## config.mk

```make
export PLATFORM = sky130hd
export DESIGN_NAME = sdac_frame_rx
export DESIGN_NICKNAME = d
export VERILOG_FILES = /design/src/rtl/sdac_pkg.sv /design/src/rtl/sdac_sync.sv /design/src/rtl/sdac_frame_shift.sv /design/src/rtl/sdac_bank.sv /design/src/rtl/sdac_frame_rx.sv
export SDC_FILE = /design/constraint.sdc
export NUM_CORES = 1
export LEC_CHECK = 0
export ABC_AREA = 0
export BUFFER_PORTS_ARGS = -buffer_cell sky130_fd_sc_hd__buf_2
export CAP_MARGIN = 15
export CORE_MARGIN = 2
export CORE_UTILIZATION = 45
export CTS_CLUSTER_SIZE = 10
export DETAILED_ROUTE_END_ITERATION = 7
export PLACE_DENSITY = 0.78
export SLEW_MARGIN = 30
export SYNTH_ARGS = -nofsm -noshare
export SYNTH_HDL_FRONTEND = slang
export SYNTH_SLANG_ARGS = --single-unit
```

## constraint.sdc

```tcl
create_clock -name clk -period 6.1 [get_ports clk]
set_clock_uncertainty 0.2 [all_clocks]
set_input_delay 0.61 -clock clk [delete_from_list [all_inputs] [get_ports clk]]
set_output_delay 0.61 -clock clk [all_outputs]
set_load 0.005 [all_outputs]
```

## src/rtl/sdac_pkg.sv

```systemverilog
package sdac_pkg;
  localparam int FRAME_BITS = 24;
  localparam int ADDR_W     = 5;
  localparam int CH_W       = 2;
  localparam int NCH        = 1 << CH_W;
  localparam int DATA_W     = 14;
  localparam int CNT_W      = $clog2(FRAME_BITS + 2);
  localparam int CNT_OVER   = FRAME_BITS + 1;
  localparam int POS_PKG    = FRAME_BITS - ADDR_W;
  localparam int POS_BC     = POS_PKG - 1;
  localparam int POS_CH     = POS_BC - CH_W;

  typedef struct packed {
    logic [ADDR_W-1:0] pkg;
    logic              bcast;
    logic [CH_W-1:0]   ch;
    logic [DATA_W-1:0] data;
  } cmd_t;
endpackage

```

## src/rtl/sdac_sync.sv

```systemverilog
module sdac_sync #(
  parameter int             W       = 1,
  parameter int             STAGES  = 2,
  parameter logic [W-1:0]   RST_VAL = '0
) (
  input  logic         clk,
  input  logic         rst_n,
  input  logic [W-1:0] d,
  output logic [W-1:0] q
);
  logic [W-1:0] st [STAGES];

  always_ff @(posedge clk or negedge rst_n) begin
    if (!rst_n) begin
      for (int s = 0; s < STAGES; s++) st[s] <= RST_VAL;
    end else begin
      st[0] <= d;
      for (int s = 1; s < STAGES; s++) st[s] <= st[s-1];
    end
  end

  assign q = st[STAGES-1];
endmodule

```

## src/rtl/sdac_frame_shift.sv

```systemverilog
module sdac_frame_shift
  import sdac_pkg::*;
(
  input  logic clk,
  input  logic rst_n,
  input  logic fs_n,
  input  logic sck,
  input  logic sd,
  output cmd_t cmd,
  output logic cmd_vld
);
  logic                  fs_q, sck_q;
  logic [CNT_W-1:0]      cnt_q, cnt_d;
  logic [FRAME_BITS-1:0] sh_q, sh_d;
  logic                  vld_q, vld_d;
  cmd_t                  cmd_q, cmd_d;
  logic                  fs_fall, fs_rise, sck_fall;

  assign fs_fall  = fs_q & ~fs_n;
  assign fs_rise  = ~fs_q & fs_n;
  assign sck_fall = sck_q & ~sck;

  always_comb begin
    cnt_d = cnt_q;
    sh_d  = sh_q;
    if (fs_fall) begin
      cnt_d = '0;
    end else if (!fs_n && sck_fall) begin
      sh_d = {sh_q[FRAME_BITS-2:0], sd};
      if (cnt_q != CNT_W'(CNT_OVER)) cnt_d = cnt_q + 1'b1;
    end
    vld_d = fs_rise && (cnt_q == CNT_W'(FRAME_BITS));
    cmd_d.pkg   = sh_q[POS_PKG +: ADDR_W];
    cmd_d.bcast = sh_q[POS_BC];
    cmd_d.ch    = sh_q[POS_CH +: CH_W];
    cmd_d.data  = sh_q[DATA_W-1:0];
  end

  always_ff @(posedge clk or negedge rst_n) begin
    if (!rst_n) begin
      fs_q  <= 1'b1;
      sck_q <= 1'b1;
      cnt_q <= CNT_W'(CNT_OVER);
      sh_q  <= '0;
      vld_q <= 1'b0;
      cmd_q <= '0;
    end else begin
      fs_q  <= fs_n;
      sck_q <= sck;
      cnt_q <= cnt_d;
      sh_q  <= sh_d;
      vld_q <= vld_d;
      if (vld_d) cmd_q <= cmd_d;
    end
  end

  assign cmd     = cmd_q;
  assign cmd_vld = vld_q;
endmodule

```

## src/rtl/sdac_bank.sv

```systemverilog
module sdac_bank
  import sdac_pkg::*;
(
  input  logic                    clk,
  input  logic                    rst_n,
  input  logic                    wr,
  input  logic                    bcast,
  input  logic [CH_W-1:0]         ch,
  input  logic [DATA_W-1:0]       data,
  input  logic                    ld_n,
  input  logic                    clr_n,
  output logic [NCH*DATA_W-1:0]   in_flat,
  output logic [NCH*DATA_W-1:0]   lat_flat,
  output logic                    cleared
);
  logic load_all;
  logic clr_q, clr_d;

  assign load_all = ~ld_n & clr_n;

  always_comb begin
    clr_d = clr_q;
    if (!clr_n)     clr_d = 1'b1;
    else if (!ld_n) clr_d = 1'b0;
  end

  always_ff @(posedge clk or negedge rst_n) begin
    if (!rst_n) clr_q <= 1'b1;
    else        clr_q <= clr_d;
  end

  for (genvar i = 0; i < NCH; i++) begin : g_ch
    logic [DATA_W-1:0] in_q, in_d, lat_q, lat_d;
    logic              hit;

    always_comb begin
      hit   = wr & (bcast | (ch == CH_W'(i)));
      in_d  = hit ? data : in_q;
      lat_d = load_all ? in_d : lat_q;
    end

    always_ff @(posedge clk or negedge rst_n) begin
      if (!rst_n) begin
        in_q  <= '0;
        lat_q <= '0;
      end else begin
        in_q  <= in_d;
        lat_q <= lat_d;
      end
    end

    assign in_flat[i*DATA_W +: DATA_W]  = in_q;
    assign lat_flat[i*DATA_W +: DATA_W] = lat_q;
  end

  assign cleared = clr_q;
endmodule

```

## src/rtl/sdac_frame_rx.sv

```systemverilog
module sdac_frame_rx
  import sdac_pkg::*;
#(
  parameter int SYNC_STAGES = 2
) (
  input  logic                  clk,
  input  logic                  rst_n,
  input  logic                  fsync_n,
  input  logic                  sclk,
  input  logic                  sdin,
  input  logic [ADDR_W-1:0]     strap_addr,
  input  logic                  strap_en,
  input  logic                  load_n,
  input  logic                  clear_n,
  output logic [NCH*DATA_W-1:0] in_q,
  output logic [NCH*DATA_W-1:0] dac_q,
  output logic                  out_cleared
);
  logic [4:0] raw_in, syn;
  logic       fs_s, sck_s, sd_s, ld_s, clr_s;
  cmd_t       cmd;
  logic       frame_done, accept;

  assign raw_in = {clear_n, load_n, sdin, sclk, fsync_n};

  sdac_sync #(.W(5), .STAGES(SYNC_STAGES), .RST_VAL(5'b01011)) u_sync (
    .clk(clk), .rst_n(rst_n), .d(raw_in), .q(syn)
  );

  assign {clr_s, ld_s, sd_s, sck_s, fs_s} = syn;

  sdac_frame_shift u_shift (
    .clk(clk), .rst_n(rst_n), .fs_n(fs_s), .sck(sck_s), .sd(sd_s),
    .cmd(cmd), .cmd_vld(frame_done)
  );

  assign accept = frame_done & (~strap_en | (cmd.pkg == strap_addr));

  sdac_bank u_bank (
    .clk(clk), .rst_n(rst_n), .wr(accept), .bcast(cmd.bcast), .ch(cmd.ch),
    .data(cmd.data), .ld_n(ld_s), .clr_n(clr_s),
    .in_flat(in_q), .lat_flat(dac_q), .cleared(out_cleared)
  );
endmodule

```

==> summary.log <==
INFO  route          detail_route.wl_per_cell=18.7um
INFO  clocking       holdBufCountCts=0
INFO  synth          yosys_warnings=0
INFO  route          route.detailed.drc=0
INFO  clocking       clock_tree.buffer_depth=2
INFO  timing         max_slew_margin=41.7%
INFO  route          detail_route.iter0.violations=463
INFO  placement      place_hpwl=11.4mm
INFO  clocking       insertion_delay=0.43ns
INFO  route          detailroute.via_count=5,316
INFO  worst_setup_path timing.rr.end=u_bank.g_ch[1].in_q[1]$_DFF_PN0_
INFO  worst_setup_path sort_of_element_at_the_start_of_the_critical_path=flip-flop
INFO  synth          post-synth-top-area-cell=dfrtp_1
INFO  floorplanning  die-area=17,400um2
INFO  timing         ratio_of_final_minimum_period_to_clock_period=48.0%
INFO  worst_setup_path worstPathBufferInverterCount=1
INFO  timing         final.setup.tns=0ns
INFO  route          ant_nets=0
INFO  clocking       path_clk_slew=0.07ns
INFO  synth          syn_inst=602
INFO  worst_setup_path r2r_cells=5
INFO  grt            via_count_of_the_first_global_routing_pass=5,180
INFO  pwr            static-leakage-power=0.00416uW
INFO  synth          syn_area=7380um2
INFO  clocking       clock_tree.htree_level_count=4
INFO  synth          post-synth-top-count-cell=dfrtp_1
INFO  finish         finish.net_count=719
INFO  worst_setup_path arrival=3.03ns
INFO  grt            wire_length_of_the_first_global_routing_pass=27.8mm
INFO  floorplanning  io_pins=126
INFO  worst_setup_path path_cells=xor2_1 -> o31a_2 -> buf_4 -> or3_2 -> mux2_1
INFO  worst_setup_path cp_num_cells=5
INFO  finish         finish.utilization=54.8%
INFO  grt            grt_use_total=20.1%
INFO  placement      port_buffers=125
INFO  worst_setup_path crit_required=6.20ns
INFO  worst_setup_path cp_max_stage_delay=0.90ns
INFO  synth          ys_top_cells_by_area=dfrtp_1, mux2_2, nand2_1
INFO  floorplanning  vertical_die_dimension=132um
INFO  clocking       number_of_cts_inserted_buffers=17
INFO  clocking       cts.repair.resized=0
INFO  floorplanning  core.rowCount=46
INFO  worst_setup_path standard_cell_with_the_maximum_stage_delay_on_the_critical_path=or3_2
INFO  route          detail_route.vias_per_cell=5.70
INFO  placement      place_congestion=0.795
INFO  worst_setup_path worst_setup_path_end_kind=flip-flop
INFO  worst_setup_path cell_family_with_the_largest_share_of_critical_path_delay=simple AND/OR/NAND/NOR gates
INFO  finish         layout.cells.non_filler=932
INFO  run_status     status=completed
INFO  route          total_routed_length=17.5mm
INFO  route          dr.pass1.iters=5
INFO  timing         rsz_0062_raised_after_global_routing=false
INFO  grt            maximum_number_of_pins_on_one_net_before_global_route_repair=113
INFO  floorplanning  start_util=46.3%
INFO  worst_setup_path path_max_fanout=86
INFO  clocking       cts_root_buffer=clkbuf_16
INFO  timing         timing.final.setup_violations=0
INFO  pwr            p_per_area=291nW/um2
INFO  synth          ys_ff_latch=177
INFO  floorplanning  core_area=15,900um2
INFO  synth          mappedNetlistNets=618
INFO  finish         area_delta_synth_final=18.4%
INFO  timing         number_of_pins_with_negative_max_slew_slack_in_the_final_report=0
INFO  timing         period_minus_slack=2.93ns
INFO  worst_setup_path regToRegSetupSlack=3.17ns
INFO  synth          ys.flop_type=dfrtp_1
INFO  synth          unique_masters_post_synth=33
INFO  synth          mean_post_synth_cell_area=12.3um2
INFO  synth          synth.top_cell.area_share=55.9%
INFO  worst_setup_path criticalPathCategory=reg2reg
INFO  grt            gr-total-overflow=0
INFO  timing         worst_slew_pin_slew=0.875ns
INFO  synth          synth-seq-area-share=60.2%
INFO  synth          synth_edf_count=0
INFO  worst_setup_path r2r_start=u_shift.cmd[17]$_DFFE_PN0P_
INFO  clocking       clock_sinks=177
INFO  finish         drive_gt1_share=33.9%
INFO  synth          synthArstFlopShare=100%
INFO  floorplanning  die_x=132um
INFO  grt            antenna_found_initial=0
INFO  placement      placedCellCount=899
INFO  finish         insertedDiodeCount=0
INFO  pwr            max-vdd-ir-drop=0.197mV
INFO  hold_path      min-delay-path-class=in2async
INFO  timing         max_freq=0.341GHz
INFO  clocking       cts_tree=built
INFO  synth          ys_top_cells_by_count=dfrtp_1, nand2_1, mux2_2
INFO  clocking       post-cts-setup-buffers=0
INFO  timing         hold_viol=0
INFO  job            maxCapViolCount=0
registers in the layout (all words and copies together), names as in the netlist, 5 cells and up:
register / count
u_sync.st: 5
u_bank.g_ch.in_q: 56
u_bank.g_ch.lat_q: 56
u_sync.q: 5
u_shift.sh_q: 24
u_shift.cnt_q: 5
u_shift.cmd: 22
area by class of cell:
class | count | area [um2]
fillers | 1344 | 7210
flip-flops and latches | 177 | 4440
multi-input cells | 372 | 2710
repair buffers | 133 | 714
clock buffers | 18 | 439
well taps | 216 | 270
clock inverters | 14 | 151
inverters | 2 | 7.51
worst register-to-register path, stage by stage (launching register included):
cell and delay (ns):
dfrtp_1 0.40, xor2_1 0.17, o31a_2 0.32, buf_4 0.32, or3_2 0.95, mux2_1 0.44
worst max path at each step:
stage,from,to
floorplan,strap_addr[3],u_bank.g_ch[1].in_q[10]$_DFF_PN0_
global placement,strap_addr[4],u_bank.g_ch[1].in_q[13]$_DFF_PN0_
detailed placement,strap_addr[3],u_bank.g_ch[1].in_q[5]$_DFF_PN0_
CTS,u_shift.cmd[17]$_DFFE_PN0P_,u_bank.g_ch[1].in_q[1]$_DFF_PN0_
global route,u_shift.cmd[18]$_DFFE_PN0P_,u_bank.g_ch[1].in_q[5]$_DFF_PN0_
finish,u_shift.cmd[17]$_DFFE_PN0P_,u_bank.g_ch[1].in_q[1]$_DFF_PN0_
placed cells by master, fill, tap and decap left out, types with 3 or more instances in the layout:
master,synthesis,final
nor2b_1,5,3
clkbuf_16,0,17
o31ai_1,28,28
clkinv_2,0,3
o211ai_1,28,28
o311ai_0,28,28
or4_1,28,28
dfrtp_1,165,165
nand2_1,90,90
a31oi_1,28,28
xnor2_1,3,3
nor2_1,32,32
dfstp_2,12,12
buf_4,1,7
inv_6,0,6
buf_2,8,124
xor2_1,6,6
mux2_2,44,44
mux2_4,12,12
mux2_1,18,18
ha_1,3,3
metal layers:
metal  global-route usage, %  vias to the layer above  routed length (um)
li1                        -                     2411                   -
met1                    26.8                     2698                7560
met2                    31.7                      166                8610
met3                    4.58                       41                 830
met4                    8.76                        0                 465
met5                       0                        -                   0
through the flow:
stage,setup WS [ns],total power (uW),area [um2],hold WS [ns]
after CTS,3.19,2560,8700,0.0752
after detailed placement,2.87,1480,8110,0.136
after global routing,3.05,2640,8740,0.0700
after global placement,2.58,1470,8100,0.134
final,3.17,2540,8740,0.0727
after floorplan,3.73,1380,7380,0.114
power by group:
| part | switching [uW] | internal, uW |
|---|---|---|
| clock network | 470 | 620 |
| logic | 110 | 73.1 |
| registers | 36.1 | 1240 |
logic make-up after synthesis:
group | synth area share (%)
AOI/OAI and AO/OA | 12.0
buffers and inverters | 3.70
DFF | 60.2
muxes | 11.9
xor gates and xnor gates | 1.07
and+or+nand+nor | 10.6
adders and majority gates | 0.509
(Power assumes the default switching activity.)
